File: config.mk
export PLATFORM = sky130hd
export DESIGN_NAME = rx_ring_poller
export DESIGN_NICKNAME = d
export VERILOG_FILES = /design/src/rtl/rdesc_pkg.sv /design/src/rtl/rdesc_active_flag.sv /design/src/rtl/rdesc_ring_ptr.sv /design/src/rtl/rdesc_fetch_seq.sv /design/src/rtl/rx_ring_poller.sv
export SDC_FILE = /design/constraint.sdc
export NUM_CORES = 1
export LEC_CHECK = 0
export BUFFER_PORTS_ARGS = -buffer_cell sky130_fd_sc_hd__buf_2
export CAP_MARGIN = 30
export CORE_MARGIN = 2
export CORE_UTILIZATION = 50
export DETAILED_ROUTE_END_ITERATION = 8
export PLACE_DENSITY_LB_ADDON = 0.12
export SLEW_MARGIN = 25
export SYNTH_ARGS = -nofsm -noshare
export SYNTH_HDL_FRONTEND = slang
export SYNTH_HIERARCHICAL = 1
export SYNTH_SLANG_ARGS = --single-unit
File: constraint.sdc
create_clock -name clk -period 3.05 [get_ports clk]
set_input_delay 0.61 -clock clk [delete_from_list [all_inputs] [get_ports clk]]
set_output_delay 0.61 -clock clk [all_outputs]
set_load 0.02 [all_outputs]
File: src/rtl/rdesc_pkg.sv
package rdesc_pkg;
  localparam int DESC_W    = 64;
  localparam int EMPTY_BIT = 15;
  localparam int WRAP_BIT  = 13;
  localparam int LEN_LSB   = 16;
  localparam int LEN_W     = 16;
  localparam int BADDR_LSB = 32;
  localparam int BADDR_W   = 32;
  localparam int FLAG_POS  = 24;
  localparam int STEP      = 8;

  typedef enum logic [2:0] {
    S_IDLE  = 3'd0,
    S_REQ   = 3'd1,
    S_WAIT  = 3'd2,
    S_OFFER = 3'd3,
    S_DRAIN = 3'd4
  } seq_state_t;
endpackage

File: src/rtl/rdesc_active_flag.sv
module rdesc_active_flag (
  input  logic clk,
  input  logic rst,
  input  logic en,
  input  logic cmd_wr,
  input  logic stop,
  output logic active
);
  always_ff @(posedge clk) begin
    if (rst || !en)  active <= 1'b0;
    else if (cmd_wr) active <= 1'b1;
    else if (stop)   active <= 1'b0;
  end

  p_arm_r1: assert property (@(posedge clk) disable iff (rst)
    (en && cmd_wr) |=> active);
  p_off_r4: assert property (@(posedge clk) disable iff (rst)
    !en |=> !active);
  p_keep_r9: assert property (@(posedge clk) disable iff (rst)
    (en && cmd_wr && stop) |=> active);
endmodule

File: src/rtl/rdesc_ring_ptr.sv
module rdesc_ring_ptr #(
  parameter int AW = 32
) (
  input  logic          clk,
  input  logic          rst,
  input  logic          en,
  input  logic [AW-1:0] base_addr,
  input  logic          adv,
  input  logic          wrap,
  output logic [AW-1:0] ptr
);
  import rdesc_pkg::*;
  localparam logic [AW-1:0] STEP_A = AW'(STEP);

  always_ff @(posedge clk) begin
    if (rst || !en)  ptr <= base_addr;
    else if (adv)    ptr <= wrap ? base_addr : ptr + STEP_A;
  end

  p_step_r6: assert property (@(posedge clk) disable iff (rst)
    (en && adv && !wrap) |=> (ptr == $past(ptr) + STEP_A));
  p_wrap_r7: assert property (@(posedge clk) disable iff (rst)
    (en && adv && wrap) |=> (ptr == $past(base_addr)));
endmodule

File: src/rtl/rdesc_fetch_seq.sv
module rdesc_fetch_seq #(
  parameter int AW = 32
) (
  input  logic                        clk,
  input  logic                        rst,
  input  logic                        en,
  input  logic                        active,
  input  logic [AW-1:0]               ptr,
  output logic                        mem_req,
  output logic [AW-1:0]               mem_addr,
  input  logic                        mem_gnt,
  input  logic                        mem_rvalid,
  input  logic [rdesc_pkg::DESC_W-1:0] mem_rdata,
  output logic                        buf_valid,
  output logic [rdesc_pkg::BADDR_W-1:0] buf_addr,
  output logic [rdesc_pkg::LEN_W-1:0] buf_len,
  input  logic                        buf_ready,
  output logic                        stop,
  output logic                        adv,
  output logic                        wrap
);
  import rdesc_pkg::*;

  seq_state_t state;
  logic       wrap_q;
  logic       got_data;

  assign got_data  = mem_rvalid && (state == S_WAIT);
  assign mem_req   = (state == S_REQ);
  assign mem_addr  = ptr;
  assign buf_valid = (state == S_OFFER);
  assign stop      = en && got_data && !mem_rdata[EMPTY_BIT];
  assign adv       = en && (state == S_OFFER) && buf_ready;
  assign wrap      = wrap_q;

  always_ff @(posedge clk) begin
    if (rst) begin
      state    <= S_IDLE;
      wrap_q   <= 1'b0;
      buf_addr <= '0;
      buf_len  <= '0;
    end else if (!en) begin
      if ((state == S_WAIT && !mem_rvalid) || (state == S_REQ && mem_gnt))
        state <= S_DRAIN;
      else if (state != S_DRAIN)
        state <= S_IDLE;
      else if (mem_rvalid)
        state <= S_IDLE;
    end else begin
      case (state)
        S_IDLE:  if (active) state <= S_REQ;
        S_REQ:   if (mem_gnt) state <= S_WAIT;
        S_WAIT:  if (mem_rvalid) begin
                   if (mem_rdata[EMPTY_BIT]) begin
                     state    <= S_OFFER;
                     buf_addr <= mem_rdata[BADDR_LSB +: BADDR_W];
                     buf_len  <= mem_rdata[LEN_LSB +: LEN_W];
                     wrap_q   <= mem_rdata[WRAP_BIT];
                   end else begin
                     state <= S_IDLE;
                   end
                 end
        S_OFFER: if (buf_ready) state <= S_IDLE;
        S_DRAIN: if (mem_rvalid) state <= S_IDLE;
        default: state <= S_IDLE;
      endcase
    end
  end

  p_off_idle_r2: assert property (@(posedge clk) disable iff (rst)
    (!en || !active) && state != S_REQ |=> !mem_req);
  p_req_hold_r8: assert property (@(posedge clk) disable iff (rst)
    (en && mem_req && !mem_gnt) |=> (mem_req && $stable(mem_addr)));
  p_ret_expected_r8: assert property (@(posedge clk) disable iff (rst)
    mem_rvalid |-> (state == S_WAIT || state == S_DRAIN));
  p_buf_hold_r5: assert property (@(posedge clk) disable iff (rst)
    (en && buf_valid && !buf_ready) |=> (buf_valid && $stable(buf_addr) && $stable(buf_len)));
  p_no_offer_r3: assert property (@(posedge clk) disable iff (rst)
    stop |=> !buf_valid);
endmodule

File: src/rtl/rx_ring_poller.sv
module rx_ring_poller #(
  parameter int AW = 32
) (
  input  logic          clk,
  input  logic          rst,
  input  logic          en,
  input  logic [AW-1:0] base_addr,
  input  logic          cmd_wr,
  output logic [31:0]   cmd_rdata,
  output logic          mem_req,
  output logic [AW-1:0] mem_addr,
  input  logic          mem_gnt,
  input  logic          mem_rvalid,
  input  logic [63:0]   mem_rdata,
  output logic          buf_valid,
  output logic [31:0]   buf_addr,
  output logic [15:0]   buf_len,
  input  logic          buf_ready
);
  import rdesc_pkg::*;

  logic          active, stop, adv, wrap;
  logic [AW-1:0] ptr;

  rdesc_active_flag u_flag (
    .clk(clk), .rst(rst), .en(en), .cmd_wr(cmd_wr), .stop(stop), .active(active)
  );

  rdesc_ring_ptr #(.AW(AW)) u_ptr (
    .clk(clk), .rst(rst), .en(en), .base_addr(base_addr),
    .adv(adv), .wrap(wrap), .ptr(ptr)
  );

  rdesc_fetch_seq #(.AW(AW)) u_seq (
    .clk(clk), .rst(rst), .en(en), .active(active), .ptr(ptr),
    .mem_req(mem_req), .mem_addr(mem_addr), .mem_gnt(mem_gnt),
    .mem_rvalid(mem_rvalid), .mem_rdata(mem_rdata),
    .buf_valid(buf_valid), .buf_addr(buf_addr), .buf_len(buf_len),
    .buf_ready(buf_ready), .stop(stop), .adv(adv), .wrap(wrap)
  );

  always_comb begin
    cmd_rdata           = '0;
    cmd_rdata[FLAG_POS] = active;
  end

  p_rd_zero_r1: assert property (@(posedge clk) disable iff (rst)
    $countones(cmd_rdata) <= 1);
endmodule

# Word level (Yosys, flattened, before mapping)
# Cells that the tools add are included.
# word_totals
ff_bits	85
in_bits	103
output_inout_bits	114
word_cells	48
# classes
addsub	1
n_eq_ne	9
mux	15
n_reduce_logical	17
# ops
operator	n
32-bit 2-to-1 mux	3
32-bit by 4-bit adder with 32-bit output (second input constant)	1
3-bit 2-to-1 mux	8
3-bit one-hot mux with 5 select lines	1
3-bit inequality test (second input constant)	3
4-bit AND reduction	2
1-bit logical AND	7
3-bit by 2-bit equality test with 1-bit output (second input constant)	2
3-bit by 2-bit inequality test with 1-bit output (second input constant)	2
2-bit nonzero test	2
3-bit by 1-bit equality test with 1-bit output (second input constant)	1
3-bit equality test (second input constant)	1
1-bit zero test	3
3-bit zero test	1
1-bit logical OR	2
1-bit 2-to-1 mux	2
2-bit 2-to-1 mux	1

# Logic depth before layout (Yosys ltp)
# logic_depth
depth_word	6
ltp_mapped	6
depth_no_buf	5

# Modules after synthesis
# The synthesis kept the hierarchy.
# by_module_without_submodules
module	instances	cells_per_inst	area_each_um2	seq_area_each_um2
rdesc_fetch_seq	1	274	2652.5	1041.0
rdesc_ring_ptr	1	194	1919.3	960.9
rx_ring_poller	1	33	244.0	0.0
rdesc_active_flag	1	4	40.0	20.0

# Least setup slack after synthesis
# Ideal clock, no wire load.
# synth_timing
path_type	input-to-reg
start	input port en
end	register u_ptr.ptr[0], enable pin
setup_ns	0.252
t_arrival_ns	1.738
t_required_ns	2.798
setup_slack_ns	1.059
stages	4
path_buffers	0
cell_sequence	nand2_2 -> nor4_1 -> or3b_2 -> and2_1
# synth_via
elab_chain_cells	3
word_cells_on_any_way	5
classes_between	reduce/logical (5)
# synth_rtl
element	line_no	source
start, declared	rx_ring_poller.sv:6	input logic en,
1-bit logical AND (2 in a row)	rdesc_fetch_seq.sv:33	assign adv = en && (state == S_OFFER) && buf_ready;
via adv	rx_ring_poller.sv:22	logic active, stop, adv, wrap;
2-bit nonzero test (no line)	--	
end signal, assigned	rdesc_ring_ptr.sv:16	if (rst || !en) ptr <= base_addr;
end signal, assigned	rdesc_ring_ptr.sv:17	else if (adv) ptr <= wrap ? base_addr : ptr + STEP_A;
end, declared	rdesc_ring_ptr.sv:10	output logic [AW-1:0] ptr
# The timed path passes the listed nets, and every way through them passes these cells.
# A chain may end at the register's enable or synchronous reset.

# Worst setup path in the final report
# layout_timing
start	register u_seq.state[0]
end	register u_ptr.ptr[0], enable pin
# layout_via
elab_chain_cells	4
# layout_rtl
element	line_no	source
start, declared	rdesc_fetch_seq.sv:24	seq_state_t state;
start signal, assigned	rdesc_fetch_seq.sv:38	state <= S_IDLE;
start signal, assigned	rdesc_fetch_seq.sv:44	state <= S_DRAIN;
start signal, assigned	rdesc_fetch_seq.sv:46	state <= S_IDLE;
3-bit by 2-bit equality test with 1-bit output	rdesc_fetch_seq.sv:33	
1-bit logical AND (2 in a row)	rdesc_fetch_seq.sv:33	
via adv	rx_ring_poller.sv:22	
2-bit nonzero test (no line)	--	
# The timed path passes the listed nets, and every way through them passes these cells.

==> results.txt <==
Max-slew headroom: 0.471
status: finished clean
PwrDens: 460 nW/um^2
number of global-route vias before repair: 3437
Synth Area in Compound Gates: 0.0590
ys flop type: dfxtp_1
antenna violations before repair: 1
detailed-router iteration count before antenna repair: 4
largest family of logic cells by synthesized area: simple AND/OR/NAND/NOR gates
dpl cell area: 5400 sq um
clk_lat worst skew: 0.35 ns
Hold Path Depth: 2
Chip Height: 103 microns
H-tree depth: 3
TritonCTS clock tree: built
Sw Share: 0.260
chip width: 103 microns
Tcrit/Tclk final: 0.723
total die area: 10500 sq um
RSZ-0062 raised after global routing: false
layout cells sized above 1: 0.318
RR Startpoint: u_seq/state[0]
xor/xnor cell area share of the yosys netlist: 0.0253
Post-Synth Simple-Gate Area: 0.255
Final nets: 732
synthesized flop and latch total: 85
root buffer cell: clkbuf_8
count of final setup violators: 0
# Max-Cap Violations: 0
post_cts resized: 0
Clock transition at path regs: 0.09 ns
Hold WC Path Type: reg2reg
synth warn: 6
final setup TNS: 0 ns
Worst Hold Launch: u_seq/buf_addr[21]
reg2reg end: u_ptr/ptr[0]
Total Wirelength: 10200 microns
Gate power share: 0.135
global-route wire length before repair: 15600 microns
Setup CP Type: reg2reg
synthesis-to-layout area growth: 16.2%
hold-fix buffers at CTS: 0
Least-Margin Pin Slew: 0.793 ns
Rows: 35
Synth cell types: 42
Port Buffers: 171
clk_skew: 0.0103 ns
Initial Utilization: 0.521
required time worst endpoint: 3.10 ns
number of filler cells placed in the layout: 853
critical path arrival: 2.26 ns
post-synthesis mux area share: 0.106
Seq/Total Area, Yosys: 0.416
FMAX: 454 MHz
Worst setup EP type: flip-flop
DR iter-0 viols: 160
hpwl dp: 7300 microns
ys async rst share: 0
gr ovfl total: 0
NetSw: 0.000674 W
critical path startpoint: u_seq/state[0]
Yosys top cell area share: 0.219
Synth Instances: 505
Mapped Area: 4860 sq um
CP Max Fanout: 30
Clock Power Share: 0.369
Reg2Reg Setup Slack: 0.85 ns
Avg WL per Cell: 13.4 microns
Period minus WS final: 2.20 ns
Hold Path End: u_seq/buf_addr[21]
core area: 9330 sq um
Final Max Slew Viols: 0
IO Pins: 217
Worst Reg-to-Reg Cells: 4
finished layout cell area: 5640 sq um
Hold Vio Cnt, Final: 0
Int Power: 0.00192 W
sequential share of power: 0.496
dominant cell type by area after synthesis: dfxtp_1
Leakage: 2.35 nW
Num CTS Buffers: 9
Max VDD drop: 0.218 mV
post-synthesis adder-cell area fraction: 0.00258
postcts setup bufs: 0
CP Launch Type: flip-flop
largest net degree at the start of global routing: 71
Total Routing Usage GR: 0.188
clk sinks: 85
via count: 3750
syn_area_per_cell: 9.62 sq um
DRT antenna net count: 0
top cells by area, synth: dfxtp_1 22%, edfxtp_1 20%, nand2b_1 13%
drc violations: 0
Vias/cell: 4.91
clk buf depth: 2
placer congestion estimate: 0.826
Post-synth EDFFs: 32
## cell families (layout without fill, tap and decap cells)
logic type | count (synthesis) | after routing
other | 1 | 32
buffers and inverters | 99 | 197
xor gates and xnor gates | 14 | 14
adders and majority gates | 1 | 1
and+or+nand+nor | 208 | 208
AOI/OAI and AO/OA | 47 | 47
DFF | 85 | 85
muxes | 50 | 50
## final cells by class
type                    count  area, sq um  share of cell area
inverters                   7         26.3             0.00466
flip-flops and latches     85         2020               0.358
clock buffers              12          170              0.0301
repair buffers            174          891               0.158
multi-input cells         351         2300               0.407
clock inverters             4         75.1              0.0133
diodes                      1         2.50            0.000443
well taps                 129          161              0.0286
## synthesized netlist by cell type, types with 5 or more instances
master,instances
xor2_1,5
xnor2_1,9
inv_1,7
nor4_1,5
and2_1,5
a31oi_1,13
nor2_1,17
o21ai_0,18
or4_1,10
nand3_1,11
buf_4,68
nand4_1,6
dfxtp_1,53
o31ai_1,11
edfxtp_1,32
clkbuf_1,19
nand2_1,29
nand2b_1,99
mux2i_1,49
## power groups by stage
stage / registers, W / logic [W] / clock network, W
6_report: 0.00129 / 0.000351 / 0.000957
5_1_grt: 0.00130 / 0.000389 / 0.00103
4_1_cts: 0.00129 / 0.000351 / 0.000986
3_5_place_dp: 0.00131 / 0.000350 / 0
3_3_place_gp: 0.00131 / 0.000345 / 0
2_1_floorplan: 0.00130 / 0.000319 / 0
## flip-flops by register name, summed over array words and instances, names as in the netlist
signal,flops
u_seq/wrap,1
u_flag/active,1
u_ptr/ptr,32
u_seq/state,3
u_seq/buf_addr,32
u_seq/buf_len,16
## critical path: stages, from the launching register on
cell and delay (ns):
dfxtp_1 0.49, inv_1 0.15, nor4_1 0.28, or3b_2 0.68, and2_1 0.30
## worst max path at each step
| stage | to | depth (start not counted) |
|---|---|---|
| final | u_ptr/ptr[0] | 4 |
| after detailed placement | u_ptr/ptr[2] | 5 |
| after global routing | u_ptr/ptr[0] | 4 |
| after CTS | u_ptr/ptr[2] | 4 |
| after global placement | u_ptr/ptr[2] | 5 |
| after floorplan | u_ptr/ptr[0] | 4 |
## layout by cell type (no fill, tap or decap), types with 2 or more instances in the layout
master / count
or3_1: 2
nand3_1: 11
and4_1: 4
buf_2: 171
dfxtp_1: 53
mux2i_1: 49
nor3b_1: 2
and2_1: 5
xor2_1: 5
inv_1: 7
and3_1: 2
bufinv_16: 2
nor3_1: 4
nor2b_1: 2
nor2_1: 17
nor4_1: 5
edfxtp_1: 32
buf_4: 2
nand2_1: 29
xnor2_1: 9
a31oi_1: 13
nand4_1: 6
o31ai_1: 11
conb_1: 31
a21oi_1: 3
or4_1: 10
nand2b_1: 99
clkbuf_8: 10
or3b_2: 2
o21ai_0: 18
## per-stage QoR
step	std cells	hold slack [ns]	power [W]	setup WS [ns]	utilization
floorplan	535	0.457	0.00162	1.06	-
global placement	746	0.455	0.00165	0.718	0.579
detailed placement	746	0.459	0.00166	0.684	0.579
CTS	762	0.470	0.00262	0.819	0.605
global route	763	0.473	0.00272	0.663	0.605
finish	763	0.475	0.00260	0.846	0.605
## routing by layer
metal	GRT usage	wire, microns	up-vias
met3	0.0631	921	12
met1	0.227	4200	1705
met4	0.0718	151	0
met2	0.311	4930	142
met5	0	0	-
li1	-	-	1891
No activity file was read; power rests on OpenSTA's default activity.
